===== src/rtl/vic_pkg.sv =====
package vic_pkg;
   localparam int unsigned PRIO_W     = 3;
   localparam int unsigned TRAP_SLOTS = 8;
   typedef logic [PRIO_W-1:0] prio_t;
endpackage


===== src/rtl/vic_pending.sv =====
module vic_pending #(
   parameter int unsigned W = 8
) (
   input  logic         clk,
   input  logic         rst_n,
   input  logic [W-1:0] req,
   input  logic [W-1:0] clr,
   output logic [W-1:0] pend
);
   always_ff @(posedge clk or negedge rst_n) begin
      if (!rst_n) pend <= '0;
      else        pend <= (pend & ~clr) | req;
   end

   // a line that is high always leaves its flag set
   p_set_wins_r10: assert property (@(posedge clk) disable iff (!rst_n)
      1'b1 |=> ((pend & $past(req)) == $past(req)));
endmodule


===== src/rtl/vic_arbiter.sv =====
module vic_arbiter
   import vic_pkg::*;
#(
   parameter int unsigned N_TRAP = 7,
   parameter int unsigned N_IRQ  = 32,
   parameter int unsigned VEC_W  = 8
) (
   input  logic                     clk,
   input  logic                     rst_n,
   input  logic [N_TRAP-1:0]        trap_pend,
   input  logic [N_IRQ-1:0]         irq_pend,
   input  logic [N_IRQ-1:0]         irq_en,
   input  logic [N_IRQ*PRIO_W-1:0]  irq_prio,
   input  prio_t                    cpu_prio,
   output logic                     win_valid,
   output logic                     win_is_trap,
   output logic [VEC_W-1:0]         win_vec,
   output prio_t                    win_prio
);
   logic [N_IRQ-1:0] elig;
   logic             t_hit, m_hit;
   logic [VEC_W-1:0] t_idx, m_idx;
   prio_t            m_best;

   for (genvar i = 0; i < N_IRQ; i++) begin : g_elig
      assign elig[i] = irq_pend[i] & irq_en[i] &
                       (irq_prio[i*PRIO_W +: PRIO_W] > cpu_prio);
   end

   // lowest pending trap line
   always_comb begin
      t_hit = 1'b0;
      t_idx = '0;
      for (int i = N_TRAP - 1; i >= 0; i--) begin
         if (trap_pend[i]) begin
            t_hit = 1'b1;
            t_idx = VEC_W'(i);
         end
      end
   end

   // highest field, downward scan with >= so the lower index keeps ties
   always_comb begin
      m_hit  = 1'b0;
      m_idx  = '0;
      m_best = '0;
      for (int i = N_IRQ - 1; i >= 0; i--) begin
         if (elig[i] && (!m_hit || irq_prio[i*PRIO_W +: PRIO_W] >= m_best)) begin
            m_hit  = 1'b1;
            m_idx  = VEC_W'(i);
            m_best = irq_prio[i*PRIO_W +: PRIO_W];
         end
      end
   end

   assign win_valid   = t_hit | m_hit;
   assign win_is_trap = t_hit;
   assign win_vec     = t_hit ? t_idx : (VEC_W'(TRAP_SLOTS) + m_idx);
   assign win_prio    = t_hit ? '1 : m_best;

   p_trap_first_r3: assert property (@(posedge clk) disable iff (!rst_n)
      (|trap_pend) |-> (win_valid && win_is_trap && win_vec < VEC_W'(N_TRAP)));

   p_above_cpu_r5: assert property (@(posedge clk) disable iff (!rst_n)
      (win_valid && !win_is_trap) |-> (win_prio > cpu_prio && win_vec >= VEC_W'(TRAP_SLOTS)));

   p_no_elig_r5: assert property (@(posedge clk) disable iff (!rst_n)
      (!(|trap_pend) && !(|elig)) |-> !win_valid);
endmodule


===== src/rtl/vic_vector.sv =====
module vic_vector #(
   parameter int unsigned ADDR_W     = 24,
   parameter int unsigned VEC_W      = 8,
   parameter int unsigned TABLE_BASE = 'h4,
   parameter int unsigned STRIDE     = 2,
   parameter int unsigned AUX_ADDR   = 'h7FFFFA,
   parameter bit          HAS_AUX    = 1'b1
) (
   input  logic              clk,
   input  logic              rst_n,
   input  logic              load,
   input  logic              aux_seg,
   input  logic [VEC_W-1:0]  vec_in,
   output logic [VEC_W-1:0]  vec_num,
   output logic [ADDR_W-1:0] vec_addr
);
   localparam logic [ADDR_W-1:0] BASE_A = ADDR_W'(TABLE_BASE);
   localparam logic [ADDR_W-1:0] STEP_A = ADDR_W'(STRIDE);
   localparam logic [ADDR_W-1:0] AUX_A  = ADDR_W'(AUX_ADDR);

   logic [ADDR_W-1:0] entry_addr, next_addr;
   assign entry_addr = BASE_A + ADDR_W'(vec_in) * STEP_A;

   if (HAS_AUX) begin : g_aux
      assign next_addr = aux_seg ? AUX_A : entry_addr;
      p_shared_r9: assert property (@(posedge clk) disable iff (!rst_n)
         (load && aux_seg) |=> (vec_addr == AUX_A));
   end else begin : g_flat
      assign next_addr = entry_addr;
   end

   always_ff @(posedge clk or negedge rst_n) begin
      if (!rst_n) begin
         vec_num  <= '0;
         vec_addr <= '0;
      end else if (load) begin
         vec_num  <= vec_in;
         vec_addr <= next_addr;
      end
   end

   p_hold_r11: assert property (@(posedge clk) disable iff (!rst_n)
      !load |=> ($stable(vec_num) && $stable(vec_addr)));

   p_table_r8: assert property (@(posedge clk) disable iff (!rst_n)
      (load && !(HAS_AUX && aux_seg)) |=>
         (vec_addr == BASE_A + ADDR_W'(vec_num) * STEP_A));
endmodule


===== src/rtl/vec_irq_ctrl.sv =====
module vec_irq_ctrl
   import vic_pkg::*;
#(
   parameter int unsigned N_TRAP     = 7,
   parameter int unsigned N_IRQ      = 32,
   parameter int unsigned VEC_W      = 8,
   parameter int unsigned ADDR_W     = 24,
   parameter int unsigned TABLE_BASE = 'h4,
   parameter int unsigned STRIDE     = 2,
   parameter int unsigned AUX_ADDR   = 'h7FFFFA,
   parameter bit          HAS_AUX    = 1'b1
) (
   input  logic                    clk,
   input  logic                    rst_n,
   input  logic [N_TRAP-1:0]       trap_req,
   input  logic [N_IRQ-1:0]        irq_req,
   input  logic [N_IRQ-1:0]        irq_en,
   input  logic [N_IRQ*PRIO_W-1:0] irq_prio,
   input  logic [PRIO_W-1:0]       cpu_prio,
   input  logic                    aux_seg,
   input  logic                    ack,
   output logic                    int_req,
   output logic [ADDR_W-1:0]       vec_addr,
   output logic [VEC_W-1:0]        vec_num
);
   if (N_TRAP < 1 || N_TRAP > TRAP_SLOTS) begin : g_bad_trap
      $error("N_TRAP must lie in 1..TRAP_SLOTS");
   end
   if (N_IRQ < 1 || TRAP_SLOTS + N_IRQ > (1 << VEC_W)) begin : g_bad_irq
      $error("N_IRQ does not fit the vector number width");
   end
   if (ADDR_W < 2 || ADDR_W > 32) begin : g_bad_addr
      $error("ADDR_W out of range");
   end

   logic [N_TRAP-1:0] trap_pend, trap_clr;
   logic [N_IRQ-1:0]  irq_pend, irq_clr;
   logic              win_valid, win_is_trap, take;
   logic [VEC_W-1:0]  win_vec;
   prio_t             win_prio;

   assign take = ack & win_valid;

   for (genvar t = 0; t < N_TRAP; t++) begin : g_tclr
      assign trap_clr[t] = take & win_is_trap & (win_vec == VEC_W'(t));
   end
   for (genvar i = 0; i < N_IRQ; i++) begin : g_iclr
      assign irq_clr[i] = take & ~win_is_trap & (win_vec == VEC_W'(TRAP_SLOTS + i));
   end

   vic_pending #(.W(N_TRAP)) u_trap_pend (
      .clk(clk), .rst_n(rst_n), .req(trap_req), .clr(trap_clr), .pend(trap_pend));

   vic_pending #(.W(N_IRQ)) u_irq_pend (
      .clk(clk), .rst_n(rst_n), .req(irq_req), .clr(irq_clr), .pend(irq_pend));

   vic_arbiter #(.N_TRAP(N_TRAP), .N_IRQ(N_IRQ), .VEC_W(VEC_W)) u_arb (
      .clk(clk), .rst_n(rst_n),
      .trap_pend(trap_pend), .irq_pend(irq_pend), .irq_en(irq_en),
      .irq_prio(irq_prio), .cpu_prio(cpu_prio),
      .win_valid(win_valid), .win_is_trap(win_is_trap),
      .win_vec(win_vec), .win_prio(win_prio));

   vic_vector #(
      .ADDR_W(ADDR_W), .VEC_W(VEC_W), .TABLE_BASE(TABLE_BASE),
      .STRIDE(STRIDE), .AUX_ADDR(AUX_ADDR), .HAS_AUX(HAS_AUX)
   ) u_vec (
      .clk(clk), .rst_n(rst_n), .load(take), .aux_seg(aux_seg),
      .vec_in(win_vec), .vec_num(vec_num), .vec_addr(vec_addr));

   always_ff @(posedge clk or negedge rst_n) begin
      if (!rst_n) int_req <= 1'b0;
      else        int_req <= win_valid & ~ack;
   end

   p_ack_drop_r12: assert property (@(posedge clk) disable iff (!rst_n)
      ack |=> !int_req);

   p_req_cause_r2: assert property (@(posedge clk) disable iff (!rst_n)
      $rose(int_req) |-> ($past(|trap_pend) || $past(|irq_pend)));

   p_prio_sane_r6: assert property (@(posedge clk) disable iff (!rst_n)
      (win_valid && !win_is_trap) |-> (win_prio != '0));
endmodule


===== config.mk =====
export PLATFORM = sky130hd
export DESIGN_NAME = vec_irq_ctrl
export DESIGN_NICKNAME = d
export VERILOG_FILES = /design/src/rtl/vic_pkg.sv /design/src/rtl/vic_pending.sv /design/src/rtl/vic_arbiter.sv /design/src/rtl/vic_vector.sv /design/src/rtl/vec_irq_ctrl.sv
export SDC_FILE = /design/constraint.sdc
export NUM_CORES = 1
export LEC_CHECK = 0
export ABC_CLOCK_PERIOD_IN_PS = 62400
export BUFFER_PORTS_ARGS = -buffer_cell sky130_fd_sc_hd__buf_2
export CORE_MARGIN = 3
export CORE_UTILIZATION = 35
export DETAILED_ROUTE_END_ITERATION = 7
export GPL_TIMING_DRIVEN = 0
export PLACE_DENSITY = 0.63
export RECOVER_POWER = 100
export SLEW_MARGIN = 15
export SYNTH_ARGS = -nofsm -noshare
export SYNTH_HDL_FRONTEND = slang
export SYNTH_HIERARCHICAL = 1
export SYNTH_SLANG_ARGS = --single-unit

===== constraint.sdc =====
create_clock -name clk -period 62.4 [get_ports clk]
set_clock_uncertainty 0.2 [all_clocks]
set_input_delay 12.48 -clock clk [delete_from_list [all_inputs] [get_ports clk]]
set_output_delay 12.48 -clock clk [all_outputs]
set_load 0.03 [all_outputs]

==> results.sh <==
export IMPL_root_buffer="clkbuf_16"
export IMPL_routed_wl_um=33800
export IMPL_grt_pass1_wl_um=53100
export IMPL_numCtsBuffers=9
export IMPL_slew_violations=57
export IMPL_finalSetupViolCount=0
export IMPL_syn2layout_area_growth_pct=19.5
export IMPL_power_per_cell_area_nw_per_um2=37.6
export IMPL_finalCritPeriodShare=0.947
export IMPL_tritoncts="yes"
export IMPL_status="finished with violations"
export IMPL_finalCriticalPeriod_ns=59.11
export IMPL_crit_type="in -> reg"
export IMPL_first_global_vias=10100
export IMPL_cts_buffer_depth=2
export IMPL_path_clk_slew_ns=0.05
export IMPL_dr_pass1_iters=5
export IMPL_vias=10800
export IMPL_drive_above_1_share=0.211
export IMPL_cts_sinks=58
export IMPL_cp_max_fo=17
export IMPL_tightest_slew_ns=3.28
export IMPL_antenna_found_initial=8
export IMPL_hold_violations=0
export IMPL_setup_ws_ns=3.29
export IMPL_die_h_um=178
export IMPL_viasPerCell=5.64
export IMPL_cp_end_kind="flip-flop"
export IMPL_h_tree_depth=3
export IMPL_routabilityCongestion=0.929
export IMPL_timing_fmax_mhz=16.9
export IMPL_min_from="u_irq_pend/pend[0]$_DFF_PN0_"
export IMPL_io_buffers=204
export IMPL_die_area_um2=31800
export IMPL_coreArea_um2=29000
export IMPL_place_ws_ns=0.970
export IMPL_synth_area_per_cell_um2=8.03
export IMPL_io_pins=207
export IMPL_die_x_um=178
export IMPL_worstPathRequired_ns=62.43
export IMPL_start_kind="input port"
export IMPL_num_fill_cells=3018
export IMPL_start_util=0.358
export IMPL_rows=62
export IMPL_routedWlPerCell_um=17.6
export IMPL_ir_drop_mv=0.0218
export IMPL_relSlewSlack=-1.19
export IMPL_hp_class="reg -> reg"
export IMPL_violations="max-capacitance violations, max-slew violations"
export IMPL_clk_latency_ns=0.34
export IMPL_ant_nets=0
export IMPL_critPathMaxStageDelay_ns=0.55
export IMPL_cp_common_cell="ha_1"
export IMPL_grt_max_degree=57
export IMPL_critPathArrivalTime_ns=59.14
export IMPL_maxCapViolCount=1
export IMPL_drc=0
export IMPL_crit_start="cpu_prio[1]"
export IMPL_cp_slowest_cell="or4_1"
export IMPL_netlist_area_um2=10400
export IMPL_dp_hpwl_um=28300
export IMPL_r2r_slack_ns=15.73
export IMPL_r2r_start="u_irq_pend/pend[31]$_DFF_PN0_"
export IMPL_power_leakage_nw=5.43
export IMPL_grt_overflow=0
export IMPL_drt_initial_drc_count=706
export IMPL_final_util=0.428
export IMPL_nNetsFinal=1863
export IMPL_seq_area_um2=1450
export IMPL_multi_input_area_um2=8340
export IMPL_yosysWarnings=6
export IMPL_track_usage=0.207
export IMPL_synthCells=1295
export IMPL_setup_tns_final_ns=0
export IMPL_hold_ws_ns=0.274
## layout by cell type, fill, tap and decap left out, types with 19 or more instances in the layout
cell	n
dfrtp_1	58
nand3_1	49
mux2_2	20
a21oi_1	71
nor2b_1	36
clkbuf_1	38
o21ai_0	60
ha_1	168
nand2b_1	39
nor2_1	72
buf_2	175
o211ai_1	19
o21a_1	32
a21o_1	63
buf_4	21
inv_1	125
nand2_1	76
nor3_1	38
## area by class of cell
cell class	instances	area share
antenna	4	0.000806
buffer	32	0.0189
clock buffer	12	0.0214
clock inverter	4	0.00584
inverter	127	0.0388
multi-input combinational	1080	0.671
sequential	58	0.117
tap	384	0.0387
timing repair buffer	213	0.0875
## critical path: cells and delay by family
family	cells	cell delay [ns]
AO/OA/AOI/OAI	94	21.50
AND/OR/NAND/NOR	60	10.43
buffers and inverters	15	1.84
adder cells (fa/ha/maj)	33	9.05
multiplexers	13	3.81
## power breakdown
group | leakage, nW | internal, mW | switching (mW) | total [mW]
Combinational | 4.70 | 0.158 | 0.214 | 0.372
Clock | 0.165 | 0.0381 | 0.0180 | 0.0561
Sequential | 0.571 | 0.0385 | 0.000652 | 0.0392
## state kept, by name (all words and copies together), names as in the netlist
| signal | count |
|---|---|
| u_irq_pend/pend | 32 |
| u_vec/vec_addr | 10 |
| u_vec/vec_num | 8 |
| u_trap_pend/pend | 7 |
| int_req | 1 |
## worst paths after layout
kind | cells after the start | endpoint
worst max register to register | 213 | u_irq_pend/pend[5]$_DFF_PN0_
min in group asynchronous | 1 | u_irq_pend/pend[6]$_DFF_PN0_
max in group asynchronous | 2 | u_irq_pend/pend[14]$_DFF_PN0_
worst max-delay path | 215 | u_irq_pend/pend[5]$_DFF_PN0_
worst min-delay path | 1 | u_irq_pend/pend[0]$_DFF_PN0_
worst min register to register | 1 | u_irq_pend/pend[0]$_DFF_PN0_
## metal layers
metal | track usage | wire length, um | vias up
met2 | 0.342 | 15600 | 283
li1 | - | - | 5378
met4 | 0.0393 | 410 | 8
met3 | 0.0341 | 1900 | 32
met1 | 0.287 | 15800 | 5085
met5 | 0 | 44 | -
## per-stage QoR
step / total power, mW / area (um2) / cells
2_1_floorplan: 0.314 / 10400 / 1297
3_3_place_gp: 0.384 / 11900 / 1885
3_5_place_dp: 0.394 / 12000 / 1889
4_1_cts: 0.454 / 12300 / 1905
5_1_grt: 0.518 / 12400 / 1914
6_report: 0.467 / 12400 / 1914
## repair_timing
action | in CTS | in global routing
resized for setup | 0 | 31
hold buffers | 0 | 0
setup buffers | 0 | 5
setup endpoints to repair | 0 | 52
Power figures use the tool's default switching activity.
